<file path="src/rtl/vcx_pkg.sv">
package vcx_pkg;
   localparam logic OP_SETUP    = 1'b0;
   localparam logic OP_TEARDOWN = 1'b1;
endpackage

</file>
<file path="src/rtl/vcx_entry.sv">
module vcx_entry #(
   parameter int KEY_W = 6,
   parameter int RES_W = 6
) (
   input  logic             clk,
   input  logic             rst_n,
   input  logic             set_i,
   input  logic             clr_i,
   input  logic [KEY_W-1:0] key_wr_i,
   input  logic [RES_W-1:0] res_wr_i,
   input  logic [KEY_W-1:0] lk_key_i,
   input  logic [KEY_W-1:0] cf_key_i,
   output logic             valid_o,
   output logic             lk_hit_o,
   output logic             cf_hit_o,
   output logic [RES_W-1:0] res_o
);
   logic [KEY_W-1:0] key_q;

   always_ff @(posedge clk) begin
      if (!rst_n) begin
         valid_o <= 1'b0;
         key_q   <= '0;
         res_o   <= '0;
      end else if (set_i) begin
         valid_o <= 1'b1;
         key_q   <= key_wr_i;
         res_o   <= res_wr_i;
      end else if (clr_i) begin
         valid_o <= 1'b0;
      end
   end

   assign lk_hit_o = valid_o && (key_q == lk_key_i);
   assign cf_hit_o = valid_o && (key_q == cf_key_i);
endmodule

</file>
<file path="src/rtl/vcx_alloc.sv">
module vcx_alloc #(
   parameter int DEPTH    = 16,
   parameter bit FROM_TOP = 1'b0
) (
   input  logic [DEPTH-1:0] free_i,
   output logic [DEPTH-1:0] sel_o,
   output logic             any_o
);
   assign any_o = |free_i;

   generate
      if (FROM_TOP) begin : g_high
         always_comb begin
            logic found;
            found = 1'b0;
            sel_o = '0;
            for (int i = DEPTH - 1; i >= 0; i--) begin
               if (!found && free_i[i]) begin
                  sel_o[i] = 1'b1;
                  found    = 1'b1;
               end
            end
         end
      end else begin : g_low
         always_comb begin
            logic found;
            found = 1'b0;
            sel_o = '0;
            for (int i = 0; i < DEPTH; i++) begin
               if (!found && free_i[i]) begin
                  sel_o[i] = 1'b1;
                  found    = 1'b1;
               end
            end
         end
      end
   endgenerate
endmodule

</file>
<file path="src/rtl/vcx_select.sv">
module vcx_select #(
   parameter int DEPTH = 16,
   parameter int RES_W = 6
) (
   input  logic [DEPTH-1:0]            hit_i,
   input  logic [DEPTH-1:0][RES_W-1:0] res_i,
   output logic [RES_W-1:0]            res_o
);
   always_comb begin
      res_o = '0;
      for (int i = 0; i < DEPTH; i++) begin
         res_o = res_o | (res_i[i] & {RES_W{hit_i[i]}});
      end
   end
endmodule

</file>
<file path="src/rtl/vcx_label_swap.sv">
module vcx_label_swap #(
   parameter int PORT_W         = 2,
   parameter int VCI_W          = 4,
   parameter int DEPTH          = 16,
   parameter bit ALLOC_FROM_TOP = 1'b0
) (
   input  logic              clk,
   input  logic              rst_n,
   input  logic              cfg_valid,
   input  logic              cfg_op,
   input  logic [PORT_W-1:0] cfg_in_port,
   input  logic [VCI_W-1:0]  cfg_in_vci,
   input  logic [PORT_W-1:0] cfg_out_port,
   input  logic [VCI_W-1:0]  cfg_out_vci,
   output logic              cfg_err,
   input  logic              pkt_valid,
   input  logic [PORT_W-1:0] pkt_in_port,
   input  logic [VCI_W-1:0]  pkt_in_vci,
   output logic              fwd_valid,
   output logic              fwd_miss,
   output logic [PORT_W-1:0] fwd_port,
   output logic [VCI_W-1:0]  fwd_vci
);
   import vcx_pkg::*;

   localparam int KEY_W = PORT_W + VCI_W;
   localparam int RES_W = PORT_W + VCI_W;

   if (PORT_W < 1) begin : g_bad_port
      $error("vcx_label_swap: PORT_W must be at least 1");
   end
   if (VCI_W < 1) begin : g_bad_vci
      $error("vcx_label_swap: VCI_W must be at least 1");
   end
   if (DEPTH < 2 || DEPTH > 256) begin : g_bad_depth
      $error("vcx_label_swap: DEPTH must lie in 2..256");
   end

   logic [KEY_W-1:0]            lk_key, cf_key;
   logic [RES_W-1:0]            cf_res, lk_res;
   logic [DEPTH-1:0]            valid_vec, lk_hit, cf_hit;
   logic [DEPTH-1:0]            set_vec, clr_vec, alloc_sel;
   logic [DEPTH-1:0][RES_W-1:0] res_arr;
   logic                        any_free, cf_exists;
   logic                        do_setup, do_tear, err_d, lk_found;

   assign lk_key = {pkt_in_port, pkt_in_vci};
   assign cf_key = {cfg_in_port, cfg_in_vci};
   assign cf_res = {cfg_out_port, cfg_out_vci};

   for (genvar g = 0; g < DEPTH; g++) begin : g_slot
      vcx_entry #(.KEY_W(KEY_W), .RES_W(RES_W)) u_entry (
         .clk      (clk),
         .rst_n    (rst_n),
         .set_i    (set_vec[g]),
         .clr_i    (clr_vec[g]),
         .key_wr_i (cf_key),
         .res_wr_i (cf_res),
         .lk_key_i (lk_key),
         .cf_key_i (cf_key),
         .valid_o  (valid_vec[g]),
         .lk_hit_o (lk_hit[g]),
         .cf_hit_o (cf_hit[g]),
         .res_o    (res_arr[g])
      );
   end

   vcx_alloc #(.DEPTH(DEPTH), .FROM_TOP(ALLOC_FROM_TOP)) u_alloc (
      .free_i (~valid_vec),
      .sel_o  (alloc_sel),
      .any_o  (any_free)
   );

   vcx_select #(.DEPTH(DEPTH), .RES_W(RES_W)) u_select (
      .hit_i (lk_hit),
      .res_i (res_arr),
      .res_o (lk_res)
   );

   assign cf_exists = |cf_hit;
   assign lk_found  = |lk_hit;
   assign do_setup  = cfg_valid && (cfg_op == OP_SETUP);
   assign do_tear   = cfg_valid && (cfg_op == OP_TEARDOWN);
   assign err_d     = do_setup && !cf_exists && !any_free;

   always_comb begin
      set_vec = '0;
      if (do_setup) set_vec = cf_exists ? cf_hit : alloc_sel;
      clr_vec = do_tear ? cf_hit : '0;
   end

   always_ff @(posedge clk) begin
      if (!rst_n) begin
         fwd_valid <= 1'b0;
         fwd_miss  <= 1'b0;
         fwd_port  <= '0;
         fwd_vci   <= '0;
         cfg_err   <= 1'b0;
      end else begin
         fwd_valid <= pkt_valid;
         fwd_miss  <= pkt_valid && !lk_found;
         {fwd_port, fwd_vci} <= pkt_valid ? lk_res : '0;
         cfg_err   <= err_d;
      end
   end
endmodule

</file>
<file path="config.mk">
export PLATFORM = sky130hd
export DESIGN_NAME = vcx_label_swap
export DESIGN_NICKNAME = d
export VERILOG_FILES = /design/src/rtl/vcx_pkg.sv /design/src/rtl/vcx_entry.sv /design/src/rtl/vcx_alloc.sv /design/src/rtl/vcx_select.sv /design/src/rtl/vcx_label_swap.sv
export SDC_FILE = /design/constraint.sdc
export NUM_CORES = 1
export LEC_CHECK = 0
export BUFFER_PORTS_ARGS = -buffer_cell sky130_fd_sc_hd__buf_2
export CAP_MARGIN = 25
export CORE_MARGIN = 1.5
export CORE_UTILIZATION = 57
export CTS_BUF_LIST = sky130_fd_sc_hd__clkbuf_8 sky130_fd_sc_hd__clkbuf_16
export CTS_CLUSTER_SIZE = 14
export DETAILED_ROUTE_END_ITERATION = 10
export PLACE_DENSITY_LB_ADDON = 0.12
export SLEW_MARGIN = 10
export SYNTH_ARGS = -nofsm -noshare
export SYNTH_HDL_FRONTEND = slang
export SYNTH_SLANG_ARGS = --single-unit
export TNS_END_PERCENT = 20
</file>
<file path="constraint.sdc">
create_clock -name clk -period 3.2 [get_ports clk]
set_clock_uncertainty 0.2 [all_clocks]
set_input_delay 0.64 -clock clk [delete_from_list [all_inputs] [get_ports clk]]
set_output_delay 0.64 -clock clk [all_outputs]
set_load 0.01 [all_outputs]
</file>
==> results of run 1 <==
==> cell usage in the layout (no fill, tap or decap), drive strengths merged, types with 3 or more instances in the layout <==
| cell type | count |
|---|---|
| a21boi | 10 |
| a221oi | 12 |
| a22o | 15 |
| a22oi | 24 |
| a31oi | 9 |
| a32oi | 3 |
| and2 | 4 |
| and3 | 4 |
| and4 | 7 |
| buf | 147 |
| clkbuf | 33 |
| clkinv | 5 |
| dfxtp | 217 |
| inv | 7 |
| mux2i | 192 |
| nand2 | 232 |
| nand2b | 3 |
| nand3 | 3 |
| nand4 | 35 |
| nor2 | 11 |
| nor4 | 36 |
| nor4b | 3 |
| o21a | 9 |
| o21ai | 5 |
| or4 | 9 |
| xnor2 | 99 |
| xor2 | 93 |
==> through the flow <==
step	power, mW	area [sq um]	hold slack [ns]	TNS [ns]	instances
finish	5.854	12790	0.2560	0	1477
CTS	5.876	12790	0.2575	0	1477
global route	6.029	12790	0.2728	0	1477
detailed placement	3.219	12010	0.2484	-17.04	1435
global placement	3.217	12010	0.2416	-22.98	1435
floorplan	3.057	10920	0.2344	-0.2003	1146
==> sequential cells by signal (all words and copies together) (netlist names) <==
name and cells:
cfg_err 1, fwd_vci 4, g_slot.u_entry.key_q 96, fwd_valid 1
fwd_miss 1, fwd_port 2, g_slot.u_entry.res_o 96, g_slot.u_entry.valid_o 16
==> worst max-delay path by stage <==
stage	from	end	depth (start not counted)
6_report	cfg_in_vci[0]	g_slot[14].u_entry.res_o[4]$_SDFFE_PN0P_	9
5_1_grt	g_slot[13].u_entry.key_q[3]$_SDFFE_PN0P_	g_slot[0].u_entry.res_o[4]$_SDFFE_PN0P_	10
4_1_cts	g_slot[13].u_entry.key_q[3]$_SDFFE_PN0P_	g_slot[0].u_entry.key_q[0]$_SDFFE_PN0P_	10
3_5_place_dp	cfg_in_vci[0]	g_slot[14].u_entry.res_o[4]$_SDFFE_PN0P_	9
3_3_place_gp	cfg_in_vci[0]	g_slot[0].u_entry.key_q[0]$_SDFFE_PN0P_	13
2_1_floorplan	cfg_in_vci[3]	g_slot[7].u_entry.res_o[5]$_SDFFE_PN0P_	11
==> layer usage <==
layer	up-vias	routed length [microns]	part of all wire
met2	291	15390	0.48
li1	4132	-	-
met1	4211	13820	0.43
met4	0	1187	0.037
met5	-	0	0
met3	88	1811	0.056
==> cell families after synthesis <==
| group | after synthesis |
|---|---|
| buffers and inverters | 95 |
| AO/OA/AOI/OAI | 96 |
| AND/OR/NAND/NOR | 354 |
| flip-flops | 217 |
| multiplexers | 192 |
| XOR/XNOR | 192 |
==> area by class of cell <==
class | count | area, sq um
multi-input cells | 834 | 6043
flip-flops and latches | 217 | 4344
fillers | 1440 | 5981
well taps | 234 | 292.8
repair buffers | 147 | 1320
clock buffers | 33 | 735.7
clock inverters | 9 | 40.04
inverters | 3 | 11.26
==> power by group through the flow <==
stage	clock network [mW]	logic (mW)	registers (mW)
final	2.68	0.443	2.73
after global routing	2.84	0.466	2.73
after detailed placement	0	0.433	2.79
after CTS	2.71	0.436	2.73
after global placement	0	0.431	2.79
after floorplan	0	0.272	2.78
==> cells in the mapped netlist, types with 4 or more instances <==
cell type / n
nand2_1: 232
dfxtp_1: 217
mux2i_1: 192
xnor2_1: 99
xor2_1: 93
clkbuf_1: 57
nor4_1: 36
nand4_1: 35
a22oi_1: 24
a22o_1: 15
a221oi_1: 12
buf_2: 11
buf_4: 11
nor2_1: 11
a21boi_0: 9
buf_6: 9
o21a_1: 9
or4_1: 8
a31oi_1: 7
and4_1: 7
and2_1: 4
and3_1: 4
==> worst max-delay path: stages <==
cell and delay (ns):
buf_2 0.35, xnor2_1 0.12, nand4_1 0.10, nor4_1 0.07
or4_1 0.70, or4_1 0.59, o21ai_2 0.18, buf_12 0.17
mux2i_1 0.20
==> results.md, run 1 <==
- Depth of the worst register-to-register path: 10
- Crit path DAT: 3.15 ns
- M3 GR Usage: 0.04691
- Int Pwr: 4.471 mW
- Clock network fraction of design power: 0.459
- Largest net degree at the start of global routing: 63
- Number of DRC markers in iteration 0: 655
- Vias: 8722
- Critical Path Start Type: input pin
- Sequential Power Share: 0.466
- Post-synthesis mux area share: 0.1761
- Combinational share of power: 0.076
- Total net switching power: 1.383 mW
- Synth top area cells: dfxtp_1 (40%), mux2i_1 (18%), nand2_1 (8.0%)
- Clock sink total: 217
- Slew @ Worst Pin: 0.8645 ns
- Sequential fraction of the synthesis area: 0.3981
- DP Worst Slack: -0.2098 ns
- Final core occ: 0.6813
- ANT cells: 0
- H-tree depth: 1
- Average size of a mapped cell: 9.522 sq um
- M1 GR Usage: 0.4136
- Via density per instance: 5.905
- Row count: 50
- Fmax: 342.0 MHz
- XOR/XNOR Fraction of Synth Area: 0.1541
- Fin worst setup slack: 0.2764 ns
- Worst hold stages: 2
- Final wirelength: 32210 microns
- Critical hold path startpoint: g_slot[5].u_entry.res_o[5]$_SDFFE_PN0P_
- Synth unique cells: 46
- Synth Area in Simple Gates: 0.1509
- Status: complete, no violations
- Mapped Cells: 1146
- Hold Crit Class: flop to flop
- Slew Viols, Final: 0
- Endpoint, Worst Hold: g_slot[5].u_entry.res_o[5]$_SDFFE_PN0P_
- Global-route wire length before repair: 50260 microns
- Post-synthesis compound-gate area fraction: 0.07235
- CTS tree: yes
- Final setup fails: 0
- Die Span Y: 141.4 microns
- WP data required: 3.42 ns
- P_leak: 5.187 nW
- Power Dens Cells: 457.8 mW/mm^2
- Detailed-route DRC error count: 0
- Drt wl/cell: 21.80 microns
- Maximum fanout along the worst path: 12
- EDFF count, synth: 0
- Max-Slew Margin vs Limit: 0.4222
- Top cell type's share of synthesized area: 0.3981
- Die area: 0.01998 sq mm
- RePlAce Congestion: 0.9435
- Max cap viols: 0
- Clk Latency, worst-skew pair: 0.52 ns
- # port buffers: 31
- VDD IR-drop max: 495.3 uV
- Tmin final: 2.924 ns
- Nets: 1250
- Initial core utilization: 0.5814
- Crit path capture type: flop
- Top cell type by total area after synthesis: dfxtp_1
- Pre-Repair DR Iteration Count: 5
- Post-CTS sizing: 0
- Grt met2 use: 0.5645
- Overall Global Routing Usage: 0.3270
- Clk buf depth: 3
- Combinational family with the most area after synthesis: multiplexers
- Fin. Hold Viols: 0
- Initial antenna violation count: 0
- Area grow syn2layout: 17.19%
- RSZ-0062 raised after global routing: false
- Worst reg2reg path startpoint: g_slot[13].u_entry.key_q[3]$_SDFFE_PN0P_
- Warnings from Yosys: 0
- GRT overflow: 0
- Dpl hpwl: 21870 microns
- Grt peak-use layer: met2
- Switching Share: 0.2363
- Setup CP Type: input pin to flop
- Vias in the first global route: 8745
- Core area: 0.01877 sq mm
- Final ANT Viol Nets: 0
- Worst-path clk slew: 0.06 ns
- Mapped Nets: 1169
- Width of the die: 141.4 microns
- Post-Syn Area: 0.01091 sq mm
- Worst R2R End: g_slot[0].u_entry.key_q[4]$_SDFFE_PN0P_
- CTS Hold Bufs: 0
- Final Cycle Share: 0.9136
- Post-CTS setup buffers: 0
- CTS Root Cell: clkbuf_16
- IO Count: 32
- Worst reg-to-reg setup slack: 0.28 ns
- Share of layout cells above drive strength 1: 0.1585
- Post-synth ARST share: 0
- Synth Flop Type: dfxtp_1
- CTS Buf Count: 24
- FF+latch count, synth: 217
- Synth Area in Adders: 0
Note: power is estimated with default switching activity, not from simulation.
==> run 2: changes to the inputs <==
- clock period: 3.2 -> 2.5 ns (I/O delays scaled with it)
==> results.md, run 2 (same netlist as run 1, synthesis figures left out) <==
- Setup CP Type: flop to flop
- Maximum fanout along the worst path: 7 (-5)
- Final ANT Viol Nets: 0 (unchanged)
- Clk buf depth: 3 (unchanged)
- Crit path DAT: 2.81 ns (-0.34 ns)
- Worst Setup EP: g_slot[7].u_entry.res_o[0]$_SDFFE_PN0P_
- Slew Viols, Final: 0 (unchanged)
- Worst R2R End: g_slot[7].u_entry.res_o[0]$_SDFFE_PN0P_
- Drt wl/cell: 21.70 microns (-0.46%)
- Clock sink total: 217 (unchanged)
- Final setup fails: 142 (+142)
- Area grow syn2layout: 28.06%
- VDD IR-drop max: 875.5 uV (+77%)
- Max cap viols: 0 (unchanged)
- H-tree depth: 1 (unchanged)
- CTS Buf Count: 23 (-4.2%)
- Max-Slew Margin vs Limit: 0.4991 (+0.07681)
- RePlAce Congestion: 0.9418 (-0.18%)
- CTS Root Cell: clkbuf_16
- Via density per instance: 5.885 (-0.34%)
- Top Registers: g_slot.u_entry.key_q x96, g_slot.u_entry.res_o x96, g_slot.u_entry.valid_o x16
- Switching Share: 0.2312 (-0.005061)
- Tmin final: 2.656 ns
- CTS tree: yes
- # port buffers: 31 (unchanged)
- Most frequent cells in the layout: nand2_1 (231), dfxtp_1 (203), mux2i_1 (192)
- Core area: 0.01877 sq mm (unchanged)
- ANT cells: 0 (unchanged)
- Share of layout cells above drive strength 1: 0.2487 (+0.09019)
- Final wirelength: 33880 microns (+5.2%)
- Fin. Hold Viols: 0 (unchanged)
- Crit path capture type: flop
- Overall Global Routing Usage: 0.3380 (+0.01105)
- CTS Hold Bufs: 0 (unchanged)
- Pre-Repair DR Iteration Count: 7 (+2)
- Slew @ Worst Pin: 0.7496 ns (-0.1149 ns)
- Crit. Startpoint: g_slot[3].u_entry.key_q[3]$_SDFFE_PN0P_
- Critical Path Start Type: flop
- Fmax: 376.5 MHz
- Die Span Y: 141.4 microns (unchanged)
- Initial antenna violation count: 0 (unchanged)
- Worst reg-to-reg setup slack: -0.16 ns (-0.43 ns)
- Fin worst setup slack: -0.1560 ns (-0.4324 ns)
- Clk Latency, worst-skew pair: 0.51 ns (about the same)
- Worst-path clk slew: 0.06 ns (about the same)
- Detailed-route DRC error count: 0 (unchanged)
- DP Worst Slack: -0.7443 ns (-0.5345 ns)
- WP data required: 2.66 ns (-0.76 ns)
- Sequential Power Share: 0.446 (-0.020)
- IO Count: 32 (unchanged)
- Nets: 1334 (+6.7%)
- Most common cell after layout, fill and taps aside: nand2_1
- Final Cycle Share: 1.062
- Largest net degree at the start of global routing: 73 (+16%)
- Tot Pwr: 7.817 mW (+34%)
- Clock network fraction of design power: 0.473 (+0.014)
- GRT overflow: 0 (unchanged)
- RSZ-0062 raised after global routing: true
- Depth of the worst register-to-register path: 8 (-2)
- Worst reg2reg path startpoint: g_slot[3].u_entry.key_q[3]$_SDFFE_PN0P_
- Combinational share of power: 0.080 (+0.004)
- Hold Crit Class: input pin to flop
- Row count: 50 (unchanged)
- Total net switching power: 1.807 mW (+31%)
- Final hold slack: 0.2070 ns (-0.04904 ns)
- Number of DRC markers in iteration 0: 636 (-2.9%)
- Fillers: 1360 (-5.6%)
- Int Pwr: 6.009 mW (+34%)
- P_leak: 5.829 nW (+12%)
- Global-route wire length before repair: 51610 microns (+2.7%)
- Vias in the first global route: 9166 (+4.8%)
- Power Dens Cells: 559.4 mW/mm^2 (+22%)
- Vias: 9187 (+5.3%)
- Failing checks: negative setup slack
- Dpl hpwl: 23000 microns (+5.2%)
- Initial core utilization: 0.5814 (unchanged)
- Status: finished, violations left
- Width of the die: 141.4 microns (unchanged)
- Die area: 0.01998 sq mm (unchanged)
-- run 2: critical path, cell delays in order, from the launching register on --
cell and delay (ns):
dfxtp_2 0.34, xnor2_2 0.13, nand4_1 0.13, nor4_4 0.06, or4_4 0.59, buf_6 0.14
or4_4 0.45, o2bb2a_4 0.32, mux2i_1 0.14
-- run 2: metrics by stage --
stage               area (sq um)  cells  TNS (ns)  utilization
floorplan                  11040   1146    -92.41            -
detailed placement         12780   1513   -138.61       0.6809
CTS                        13890   1561    -3.582       0.7400
global placement           12780   1513   -132.13       0.6809
finish                     13970   1561    -4.966       0.7445
global route               13970   1561    -21.76       0.7445
-- run 2: how the worst min path moves through the flow --
stage                                                   startpoint                                  endpoint  slack, ns  cells past startpoint
after floorplan           g_slot[11].u_entry.res_o[1]$_SDFFE_PN0P_  g_slot[11].u_entry.res_o[1]$_SDFFE_PN0P_       0.23                      2
after global placement     g_slot[3].u_entry.res_o[1]$_SDFFE_PN0P_   g_slot[3].u_entry.res_o[1]$_SDFFE_PN0P_       0.24                      2
after detailed placement   g_slot[3].u_entry.res_o[1]$_SDFFE_PN0P_   g_slot[3].u_entry.res_o[1]$_SDFFE_PN0P_       0.25                      2
after CTS                                                pkt_valid                      fwd_valid$_SDFF_PN0_       0.19                      4
after global routing                                         rst_n  g_slot[10].u_entry.res_o[2]$_SDFFE_PN0P_       0.22                      3
final                                                    pkt_valid                      fwd_valid$_SDFF_PN0_       0.21                      4
-- run 2: power groups by stage --
stage / combinational, mW / sequential [mW] / clock [mW]
2_1_floorplan: 0.359 / 3.56 / 0
3_3_place_gp: 0.588 / 3.57 / 0
3_5_place_dp: 0.593 / 3.57 / 0
4_1_cts: 0.612 / 3.49 / 3.72
5_1_grt: 0.656 / 3.49 / 3.86
6_report: 0.628 / 3.49 / 3.70
-- run 2: repair_timing --
action                                  CTS  global route
endpoints found under the setup margin  205           202
resized for setup                        45            21
gates cloned                              4             0
setup buffers                             4             1
pin swaps                                14             9
-- run 2: final cells by class --
class,instances,area (sq um),area share
Clock inverter,15,200.2,0.01433
Sequential cell,217,4362,0.3121
Tap cell,234,292.8,0.02095
Clock buffer,26,616.8,0.04414
Inverter,3,11.26,0.0008059
Multi-Input combinational cell,835,6320,0.4523
Timing Repair Buffer,231,2171,0.1554
-- run 2: metal layers --
metal,part of all wire,global-route usage,up-vias,routed length [microns]
met2,0.48,0.5880,320,16250
met5,0,0,-,0
met4,0.040,0.1316,0,1370
li1,-,-,4310,-
met3,0.059,0.03746,92,1995
met1,0.42,0.4306,4465,14270
